==> config.mk <==
export PLATFORM = sky130hd
export DESIGN_NAME = audio_justify_conv
export DESIGN_NICKNAME = d
export VERILOG_FILES = /design/src/rtl/sj_pkg.sv /design/src/rtl/sj_edge_track.sv /design/src/rtl/sj_bit_counter.sv /design/src/rtl/sj_gate.sv /design/src/rtl/sj_out_stage.sv /design/src/rtl/audio_justify_conv.sv
export SDC_FILE = /design/constraint.sdc
export NUM_CORES = 1
export LEC_CHECK = 0
export ABC_AREA = 1
export BUFFER_PORTS_ARGS = -buffer_cell sky130_fd_sc_hd__buf_2
export CORE_MARGIN = 8
export CORE_UTILIZATION = 52
export DETAILED_ROUTE_END_ITERATION = 12
export PLACE_DENSITY = 0.75
export SKIP_CTS_REPAIR_TIMING = 1
export SYNTH_ARGS = -nofsm -noshare
export SYNTH_HDL_FRONTEND = slang
export SYNTH_SLANG_ARGS = --single-unit
==> constraint.sdc <==
create_clock -name bclk -period 2 [get_ports bclk]
set_input_delay 0.4 -clock bclk [delete_from_list [all_inputs] [get_ports bclk]]
set_output_delay 0.4 -clock bclk [all_outputs]
set_load 0.005 [all_outputs]
==> src/rtl/sj_pkg.sv <==
package sj_pkg;

  typedef enum logic {
    MODE_LJ24 = 1'b0,
    MODE_RJ16 = 1'b1
  } sj_mode_e;

  // left-justified input: a bit is kept while its position is inside the kept field
  function automatic logic lj_keep(input int pos, input int keep);
    return pos < keep;
  endfunction

  // left-justified input: word select flips once the kept field has passed
  function automatic logic lj_ws(input logic ws, input int pos, input int keep);
    return (pos >= keep) ? ~ws : ws;
  endfunction

  // right-justified input: a bit is kept when it lies in the last `width` slots
  function automatic logic rj_keep(input int pos, input int len, input int width);
    return (pos + width) >= len;
  endfunction

endpackage

==> src/rtl/sj_edge_track.sv <==
module sj_edge_track
  import sj_pkg::*;
(
  input  logic     bclk,
  input  logic     rst_n,
  input  logic     ws_in,
  input  logic     mode_in,
  output logic     ws_edge,
  output logic     arm_eff,
  output sj_mode_e mode_eff
);

  logic     started_q;
  logic     ws_q;
  logic     seen_q;
  logic     armed_q;
  sj_mode_e mode_q;

  assign ws_edge  = started_q & (ws_in ^ ws_q);
  assign arm_eff  = armed_q | (ws_edge & seen_q);
  assign mode_eff = ws_edge ? sj_mode_e'(mode_in) : mode_q;

  always_ff @(posedge bclk or negedge rst_n) begin
    if (!rst_n) begin
      started_q <= 1'b0;
      ws_q      <= 1'b0;
      seen_q    <= 1'b0;
      armed_q   <= 1'b0;
      mode_q    <= MODE_LJ24;
    end else begin
      started_q <= 1'b1;
      ws_q      <= ws_in;
      seen_q    <= seen_q | ws_edge;
      armed_q   <= arm_eff;
      mode_q    <= mode_eff;
    end
  end

endmodule

==> src/rtl/sj_bit_counter.sv <==
module sj_bit_counter #(
  parameter int CW = 5
) (
  input  logic          bclk,
  input  logic          rst_n,
  input  logic          ws_edge,
  output logic [CW-1:0] bit_idx,
  output logic [CW:0]   len_eff
);

  localparam logic [CW-1:0] CNT_MAX = '1;
  localparam logic [CW-1:0] CNT_ONE = {{(CW-1){1'b0}}, 1'b1};
  localparam logic [CW:0]   LEN_ONE = {{CW{1'b0}}, 1'b1};

  logic [CW-1:0] cnt_q;
  logic [CW:0]   len_q;

  always_comb begin
    if (ws_edge)               bit_idx = '0;
    else if (cnt_q == CNT_MAX) bit_idx = CNT_MAX;
    else                       bit_idx = cnt_q + CNT_ONE;
  end

  // length of the half-frame that ends at this edge
  assign len_eff = ws_edge ? ({1'b0, cnt_q} + LEN_ONE) : len_q;

  always_ff @(posedge bclk or negedge rst_n) begin
    if (!rst_n) begin
      cnt_q <= '0;
      len_q <= '0;
    end else begin
      cnt_q <= bit_idx;
      len_q <= len_eff;
    end
  end

endmodule

==> src/rtl/sj_gate.sv <==
module sj_gate
  import sj_pkg::*;
#(
  parameter int KEEP = 18,
  parameter int RJ_W = 16,
  parameter int CW   = 5
) (
  input  logic          bclk,
  input  logic          rst_n,
  input  logic          sd_in,
  input  logic          ws_in,
  input  logic [CW-1:0] bit_idx,
  input  logic [CW:0]   len_eff,
  input  sj_mode_e      mode_eff,
  input  logic          arm_eff,
  output logic          d_r,
  output logic          w_r
);

  logic keep_w;
  logic ws_w;

  always_comb begin
    if (mode_eff == MODE_LJ24) begin
      keep_w = lj_keep(int'(bit_idx), KEEP);
      ws_w   = lj_ws(ws_in, int'(bit_idx), KEEP);
    end else begin
      keep_w = rj_keep(int'(bit_idx), int'(len_eff), RJ_W);
      ws_w   = ws_in;
    end
  end

  always_ff @(posedge bclk or negedge rst_n) begin
    if (!rst_n) begin
      d_r <= 1'b0;
      w_r <= 1'b0;
    end else begin
      d_r <= arm_eff & keep_w & sd_in;
      w_r <= ws_w;
    end
  end

endmodule

==> src/rtl/sj_out_stage.sv <==
module sj_out_stage (
  input  logic bclk,
  input  logic rst_n,
  input  logic d_r,
  input  logic w_r,
  output logic sd_out,
  output logic ws_out
);

  always_ff @(negedge bclk or negedge rst_n) begin
    if (!rst_n) begin
      sd_out <= 1'b0;
      ws_out <= 1'b0;
    end else begin
      sd_out <= d_r;
      ws_out <= w_r;
    end
  end

endmodule

==> src/rtl/audio_justify_conv.sv <==
module audio_justify_conv
  import sj_pkg::*;
#(
  parameter int KEEP = 18,
  parameter int RJ_W = 16,
  parameter int CW   = 5
) (
  input  logic bclk,
  input  logic rst_n,
  input  logic ws_in,
  input  logic sd_in,
  input  logic mode_in,
  output logic bclk_out,
  output logic ws_out,
  output logic sd_out
);

  logic          ws_edge;
  logic          arm_eff;
  sj_mode_e      mode_eff;
  logic [CW-1:0] bit_idx;
  logic [CW:0]   len_eff;
  logic          d_r;
  logic          w_r;

  assign bclk_out = bclk;

  sj_edge_track u_edge (
    .bclk    (bclk),
    .rst_n   (rst_n),
    .ws_in   (ws_in),
    .mode_in (mode_in),
    .ws_edge (ws_edge),
    .arm_eff (arm_eff),
    .mode_eff(mode_eff)
  );

  sj_bit_counter #(.CW(CW)) u_cnt (
    .bclk   (bclk),
    .rst_n  (rst_n),
    .ws_edge(ws_edge),
    .bit_idx(bit_idx),
    .len_eff(len_eff)
  );

  sj_gate #(.KEEP(KEEP), .RJ_W(RJ_W), .CW(CW)) u_gate (
    .bclk    (bclk),
    .rst_n   (rst_n),
    .sd_in   (sd_in),
    .ws_in   (ws_in),
    .bit_idx (bit_idx),
    .len_eff (len_eff),
    .mode_eff(mode_eff),
    .arm_eff (arm_eff),
    .d_r     (d_r),
    .w_r     (w_r)
  );

  sj_out_stage u_out (
    .bclk  (bclk),
    .rst_n (rst_n),
    .d_r   (d_r),
    .w_r   (w_r),
    .sd_out(sd_out),
    .ws_out(ws_out)
  );

endmodule

After elaboration in Yosys (flattened, before gate mapping)
Cells that the tools add are included.
- $add $sub $neg: 3
- magnitude comparators: 3
- equal/unequal tests: 1
- muxes and demuxes: 7
- bitwise gates (word level): 8
- operators by type and width (cell ; number):
    greater-or-equal comparator 32 x 7 -> 1 bit ; 1
    two-way mux 5 bit ; 2
    adder 5 x 1 -> 6 bit (second input constant) ; 1
    adder 5 x 5 -> 6 bit (second input constant) ; 1
    two-way mux 6 bit ; 1
    adder 5 x 1 -> 5 bit (second input constant) ; 1
    == test 5 bit (second input constant) ; 1
    greater-or-equal comparator 5 bit (second input constant) ; 1
    < comparator 5 bit (second input constant) ; 1
    bitwise AND 1 bit ; 4
    two-way mux 1 bit ; 4
    OR 1 bit ; 2
    inverter 1 bit ; 1
    XOR 1 bit ; 1
- register bits: 20
- bits of input ports: 5
- output and inout port bits: 3

Depth between registers and ports, before layout
Gate-level depths: netlist (run 1).
- word-level depth: 8
- gate-level depth with buffers: 15
- depth with buffers taken out: 15

Modules after synthesis
From an unflattened synthesis (run 1), not the netlist that was laid out.
- cell total of the unflattened synthesis: 113
- area, all modules: 1001.0 um^2
- by module, submodules not included (module ; times used ; cells an instance ; area an instance (um^2) ; seq. area each (um^2)):
    sj_bit_counter ; 1 ; 52 ; 484.2 ; 275.3
    sj_gate ; 1 ; 38 ; 264.0 ; 50.0
    sj_edge_track ; 1 ; 20 ; 195.2 ; 125.1
    sj_out_stage ; 1 ; 2 ; 50.0 ; 50.0
    audio_justify_conv ; 1 ; 1 ; 7.5 ; 0.0

==> results_tabular.tex, run 1 <==
\begin{tabular}{lr}
\hline
Metric & Value \\
\hline
\multicolumn{2}{l}{\textbf{Logic synthesis}} \\
Top cell type by total area after synthesis & dfrtp\_1 \\
Cell with the most instances after synthesis & inv\_1 \\
Compound-gate portion of the synthesized area & 10.2\% \\
Adder-cell share of the synthesized area & a little over a tenth \\
Leading post-synthesis cells by instance count & 23 x inv\_1, 20 x nand2\_1, 18 x dfrtp\_1 \\
Mapped Nets & between 100 and 150 \\
Synthesized instance count & 117 \\
Share of the synthesized area in the top cell type & a little over two fifths \\
Mux cell area share after synthesis & 0\% \\
Simple-gate portion of the synthesized area & a little over a fifth \\
Synth cell types & 25 \\
Top flip-flop cell by instance count after synthesis & dfrtp\_1 \\
Combined area of all synthesized cells & 0.00107 sq mm \\
Parity-gate share of the synthesized area counting xor and xnor cells & 0\% \\
Count of flip-flops with a built-in enable after synthesis & 0 \\
Number of warnings reported in the yosys synthesis log & 0 \\
FFs w/ async S/R, synth & 100\% \\
Largest family of logic cells by synthesized area & simple AND/OR/NAND/NOR gates \\
Biggest area contributors in the synthesized netlist & dfrtp\_1 42\%, ha\_1 11\%, inv\_1 8.1\% \\
Register area share after synthesis & 46.7\% \\
Synthesized area per cell & 9.15 sq um \\
Synthesized flop and latch total & 20 \\
\multicolumn{2}{l}{\textbf{GRT}} \\
Wire length of the first global-routing pass & 3370 microns \\
Total global-route track usage & 12.6\% \\
Largest net degree at the start of global routing & 19 \\
Initial antenna violation count & 0 \\
Via count of the first global-routing pass & 841 \\
Congestion Overflow GR & 0 \\
\multicolumn{2}{l}{\textbf{Floorplanning}} \\
Standard cell core area & 0.00196 sq mm \\
Number of placement rows & 16 \\
Horizontal die dimension & 61.4 microns \\
Initial core utilization & a little over half \\
Total I/O pin count & 8 \\
Die area & 0.00377 sq mm \\
Floorplan die height & 61.4 microns \\
\multicolumn{2}{l}{\textbf{Clock tree}} \\
Clock network latency to the later pin of the worst-skew pair & approximately 0.4 ns \\
Clock input transition at the sequential cells of the worst setup and hold paths & 0.11 ns \\
CTS tree & built \\
\multicolumn{2}{l}{\textbf{Setup path}} \\
Register-to-Register Setup Slack & -0.07 ns \\
Destination of the worst register-to-register timing path & u\_gate.d\_r \\
Origin of the critical flop-to-flop path & u\_cnt.cnt\_q[1] \\
Longest individual stage delay on the worst path & 0.39 ns \\
Critical path buffers and inverters & 1 \\
Category of the worst setup path capture point & output port \\
Total stage count of the critical path & 1 \\
Slowest library cell on the worst path & dfrtn\_1 \\
Maximum fanout along the worst path & 1 \\
Critical path arrival & between 1.5 and 2 ns \\
R2R depth & 14 \\
Family with the most delay on the worst path & flip-flops \\
Cells along the critical path & buf\_2 \\
Req. time, crit path & 1.60 ns \\
Kind of start point of the critical path & register \\
Type of the worst setup path & register to output port \\
\multicolumn{2}{l}{\textbf{Drt}} \\
Count of nets left with antenna violations after detail routing & 0 \\
First-iteration detailed-routing DRC count & 10 \\
Detailed-route vias per instance & 4.81 \\
Total Wirelength & between 1500 and 2000 microns \\
Post-detailed-route wirelength per cell & 12.0 microns \\
DRC violation count after routing & 0 \\
Total vias in the final route & approximately 800 \\
Number of optimization iterations in the first detailed-route pass & 5 \\
\multicolumn{2}{l}{\textbf{Placed design}} \\
Placed wire-length estimate & 1580 microns \\
Number of cells in the design after placement & 159 \\
Routability-driven placement congestion ratio & 0.827 \\
Worst slack after detailed placement & -0.138 ns \\
Port-buffer cells & 7 \\
\multicolumn{2}{l}{\textbf{Pwr}} \\
Leakage & roughly 0.7 nW \\
Peak supply drop & about 0.85 mV \\
Total power density per cell area & 1020 mW/mm\^{}2 \\
\multicolumn{2}{l}{\textbf{Timing}} \\
Count of endpoints failing setup in the final report & 3 \\
Unrepaired setup endpoints after global routing & true \\
Setup skew after layout & 0.00872 ns \\
Worst setup slack after layout & -0.301 ns \\
Setup TNS & -0.672 ns \\
Slew Viols, Final & 0 \\
Count of endpoints failing hold in the final timing report & 0 \\
\multicolumn{2}{l}{\textbf{Cells and area}} \\
Final layout net count & 154 \\
Sequential Area & 500 sq um \\
Post-synthesis to final-layout area growth & 20.0\% \\
Layout cells sized above 1 & approximately a third \\
Number of standard cells in the final layout excluding fillers & around 170 \\
Final core utilization & 65.5\% \\
Multi-input combinational cell area & 484 sq um \\
Fill cell instance count of the final layout & 169 \\
Number of diodes & 0 \\
\multicolumn{2}{l}{\textbf{Job}} \\
Max-capacitance violation count & 0 \\
\multicolumn{2}{l}{\textbf{Outcome}} \\
Violated checks & negative setup slack \\
Outcome & finished, violations left \\
\multicolumn{2}{l}{\textbf{Hold path}} \\
Worst min-delay path category & primary input to asynchronous set/reset pin \\
\hline
\end{tabular}
[layout make-up]
type	count	share of cell area, %
Clock buffer	8	4.97
Inverter	26	7.59
Multi-Input combinational cell	69	37.7
Sequential cell	20	38.9
Tap cell	27	2.63
Timing Repair Buffer	16	8.18
[power by group]
part | switching, W | internal [W] | leakage (nW)
logic | 0.000272 | 0.000208 | 0.431
registers | 0.0000257 | 0.000475 | 0.237
clock network | 0.000141 | 0.000190 | 0.0387
[logic make-up after synthesis]
logic type               count (synthesis)
flip-flops                              20
AO/OA/AOI/OAI                           14
buffers and inverters                   28
AND/OR/NAND/NOR                         45
adder cells (fa/ha/maj)                  9
other                                    1
[sequential cells by signal, summed over array words and instances (netlist names)]
name and count:
u_edge.ws_q 1, u_edge.mode_q 1, u_gate.d_r 1, u_edge.seen_q 1
u_edge.armed_q 1, u_cnt.len_q 6, u_edge.started_q 1, u_gate.w_r 1
u_out.ws_out 1, u_out.sd_out 1, u_cnt.cnt_q 5
[placed cells by master, fill, tap and decap left out, types with 4 or more instances in the layout]
master	count
buf_4	10
o21ai_2	4
clkbuf_4	6
ha_1	7
dfrtp_1	18
inv_2	5
nand2_1	20
nand3_1	9
or2_1	4
inv_1	21
buf_2	7
[through the flow]
stage	hold slack (ns)	total power, W	area [sq um]
after detailed placement	0.443	0.000997	1200
after global placement	0.446	0.000978	1200
final	0.00745	0.00131	1280
after floorplan	0.104	0.000847	1080
after CTS	0.00535	0.00132	1260
after global routing	0.0128	0.00143	1280
[layer usage]
metal | part of all wire [%] | track usage (%)
met1 | 42 | 12.7
met4 | 4.8 | 11.7
met2 | 49 | 20.6
met5 | 0 | 0
met3 | 3.8 | 3.34
[how the worst max path moves through the flow]
stage / to / startpoint / slack [ns]
finish: sd_out / u_out.sd_out / -0.30
global route: sd_out / u_out.sd_out / -0.34
CTS: sd_out / u_out.sd_out / -0.32
detailed placement: u_gate.d_r / u_cnt.cnt_q[0] / -0.14
global placement: u_gate.d_r / u_cnt.cnt_q[0] / -0.08
floorplan: u_gate.d_r / u_cnt.cnt_q[0] / -0.002
Note: power is estimated with default switching activity, not from simulation.
==> run 2: changes to the inputs <==
--- a/config.mk
+++ b/config.mk
@@ -11,6 +11,7 @@
 export CORE_UTILIZATION = 52
 export DETAILED_ROUTE_END_ITERATION = 12
 export PLACE_DENSITY = 0.75
+export RECOVER_POWER = 100
 export SKIP_CTS_REPAIR_TIMING = 1
 export SYNTH_ARGS = -nofsm -noshare
 export SYNTH_HDL_FRONTEND = slang
==> run 2 against run 1 <==
  * The flow still finishes with violations (negative setup slack)
  * Count of clock-buffer cells in the layout stayed put
  * Critical path type unchanged
  * Largest power group unchanged
  * Non-clock buffer count did not move
  * Clock power is essentially flat
  * Flip-flop and latch count unchanged
  * Largest cell class unchanged
  * Worst setup slack worse by 0.0017 ns
==> results_tabular.tex, run 2 (synthesized netlist as in run 1, its figures left out) <==
\begin{tabular}{lr}
\hline
Metric & Value \\
\hline
\multicolumn{2}{l}{\textbf{Placed design}} \\
Placed wire-length estimate & 1580 microns \\
Routability-driven placement congestion ratio & 0.827 \\
Port-buffer cells & 7 \\
Placed standard-cell area & 0.00120 sq mm \\
Number of cells in the design after placement & around 160 \\
\multicolumn{2}{l}{\textbf{Drt}} \\
Number of optimization iterations in the first detailed-route pass & 4 \\
WL met1 & $\sim$850 microns \\
DRC violation count after routing & 0 \\
Detailed-route vias per instance & approximately 4.8 \\
Max layer used & met4 \\
Total Wirelength & $\sim$2000 microns \\
Total vias in the final route & 796 \\
Met3 wirelength from detailed routing & $\sim$57 microns \\
Total met2 wirelength after detailed routing & 1000 microns \\
Count of nets left with antenna violations after detail routing & 0 \\
Post-detailed-route wirelength per cell & 12.1 microns \\
First-iteration detailed-routing DRC count & 11 \\
\multicolumn{2}{l}{\textbf{Setup path}} \\
Total stage count of the critical path & 1 \\
Category of the worst setup path capture point & output port \\
R2R depth & 15 \\
Critical path arrival & 1.90 ns \\
Origin of the critical flop-to-flop path & u\_cnt.cnt\_q[1] \\
Type of the worst setup path & register to output port \\
Slowest library cell on the worst path & dfrtn\_1 \\
Cells along the critical path & buf\_2 \\
Source of the critical timing path & u\_out.sd\_out \\
Destination of the worst register-to-register timing path & u\_gate.d\_r \\
Family with the most delay on the worst path & flip-flops \\
Critical path buffers and inverters & 1 \\
Kind of start point of the critical path & register \\
Req. time, crit path & approximately 1.6 ns \\
Register-to-Register Setup Slack & -0.09 ns \\
Maximum fanout along the worst path & 1 \\
Longest individual stage delay on the worst path & 0.39 ns \\
\multicolumn{2}{l}{\textbf{Cells and area}} \\
Leading cell type in the layout, fill and taps excluded & inv\_1 \\
Layout cells sized above 1 & 24.5\% \\
Number of standard cells in the final layout excluding fillers & roughly 170 \\
Most frequent cells in the layout & 23 x inv\_1, 20 x nand2\_1, 18 x dfrtp\_1 \\
Registers with the most flip-flops & u\_cnt.len\_q x6, u\_cnt.cnt\_q x5 \\
Finished layout cell area & 0.00125 sq mm \\
Max reg flops & 6 \\
Post-synthesis to final-layout area growth & 16.4\% \\
Fill cell instance count of the final layout & 176 \\
Final layout net count & around 150 \\
Largest Register & u\_cnt.len\_q \\
Number of diodes & 0 \\
\multicolumn{2}{l}{\textbf{Pwr}} \\
Leakage & 0.682 nW \\
Power, Total & 0.00129 W \\
Total power density per cell area & between 1000 and 1500 mW/mm\^{}2 \\
Peak supply drop & just over 0.8 mV \\
\multicolumn{2}{l}{\textbf{Clock tree}} \\
Clock network latency to the later pin of the worst-skew pair & 0.41 ns \\
Clock input transition at the sequential cells of the worst setup and hold paths & approximately 0.10 ns \\
CTS tree & built \\
\multicolumn{2}{l}{\textbf{Job}} \\
Max-capacitance violation count & 0 \\
\multicolumn{2}{l}{\textbf{Floorplanning}} \\
Initial core utilization & 54.6\% \\
Horizontal die dimension & just over 60 microns \\
Floorplan die height & 61.4 microns \\
Standard cell core area & 0.00196 sq mm \\
Number of placement rows & 16 \\
Total I/O pin count & 8 \\
Die area & 0.00377 sq mm \\
\multicolumn{2}{l}{\textbf{Outcome}} \\
Outcome & finished, violations left \\
Violated checks & negative setup slack \\
\multicolumn{2}{l}{\textbf{Timing}} \\
Worst rel slew slack & 37.2\% \\
Transition time of the tightest slew-check pin & 0.943 ns \\
Slew Viols, Final & 0 \\
Worst setup slack after layout & -0.303 ns \\
Count of endpoints failing hold in the final timing report & 0 \\
Setup skew after layout & 0.00837 ns \\
Count of endpoints failing setup in the final report & 3 \\
Unrepaired setup endpoints after global routing & true \\
Hold slack & about 0.16 ns \\
\multicolumn{2}{l}{\textbf{GRT}} \\
Wire length of the first global-routing pass & 3370 microns \\
Via count of the first global-routing pass & 841 \\
Congestion Overflow GR & 0 \\
Initial antenna violation count & 0 \\
Total global-route track usage & 12.6\% \\
Largest net degree at the start of global routing & 19 \\
\multicolumn{2}{l}{\textbf{Hold path}} \\
Hold Path Stages & 1 \\
Worst min-delay path category & primary input to register \\
HP Start & ws\_in \\
Endpoint of the worst hold path & u\_edge.ws\_q \\
\hline
\end{tabular}
[run 2: cell count changes in the layout (fill, tap and decap cells not counted), sizes merged]
cell | before | now
clkbuf | 7 | 14
buf | 17 | 10
[run 2: stage by stage]
stage / setup TNS (ns) / setup slack [ns] / util [%]
finish: -0.694 / -0.303 / 63.5
global route: -1.01 / -0.340 / 63.5
CTS: -0.794 / -0.323 / 64.3
detailed placement: -0.138 / -0.138 / 61.4
global placement: -0.0789 / -0.0789 / 61.4
floorplan: -0.00198 / -0.00198 / -
[run 2: where the power goes]
part	leakage [nW]	internal [W]	switching, W
Clock	0.0360	0.000185	0.000143
Combinational	0.410	0.000194	0.000266
Sequential	0.237	0.000475	0.0000258
[run 2: worst max-delay path by stage]
stage,end,slack (ns)
5_1_grt,sd_out,-0.34
6_report,sd_out,-0.30
3_3_place_gp,u_gate.d_r,-0.08
3_5_place_dp,u_gate.d_r,-0.14
4_1_cts,sd_out,-0.32
2_1_floorplan,u_gate.d_r,-0.002
[run 2: final cells by class]
| cell class | count | area (sq um) | share of cell area, % |
|---|---|---|---|
| timing repair buffer | 16 | 91.3 | 7.33 |
| sequential | 20 | 500 | 40.2 |
| multi-input combinational | 69 | 460 | 36.9 |
| clock buffer | 8 | 62.6 | 5.02 |
| inverter | 26 | 97.6 | 7.83 |
| tap | 27 | 33.8 | 2.71 |
[run 2: worst register-to-register path, delay by kind of cell, from the launching register on]
family          cells  cell delay (ns)
simple gates        7             0.48
buf+inv             3             0.22
compound gates      2             0.21
fa+ha+maj           3             0.66
flops               1             0.40
[run 2: layer usage]
metal / up-vias / global-route usage, %
met5: - / 0
met1: 371 / 12.7
met4: 0 / 11.7
met3: 8 / 3.34
met2: 9 / 20.6
li1: 408 / -
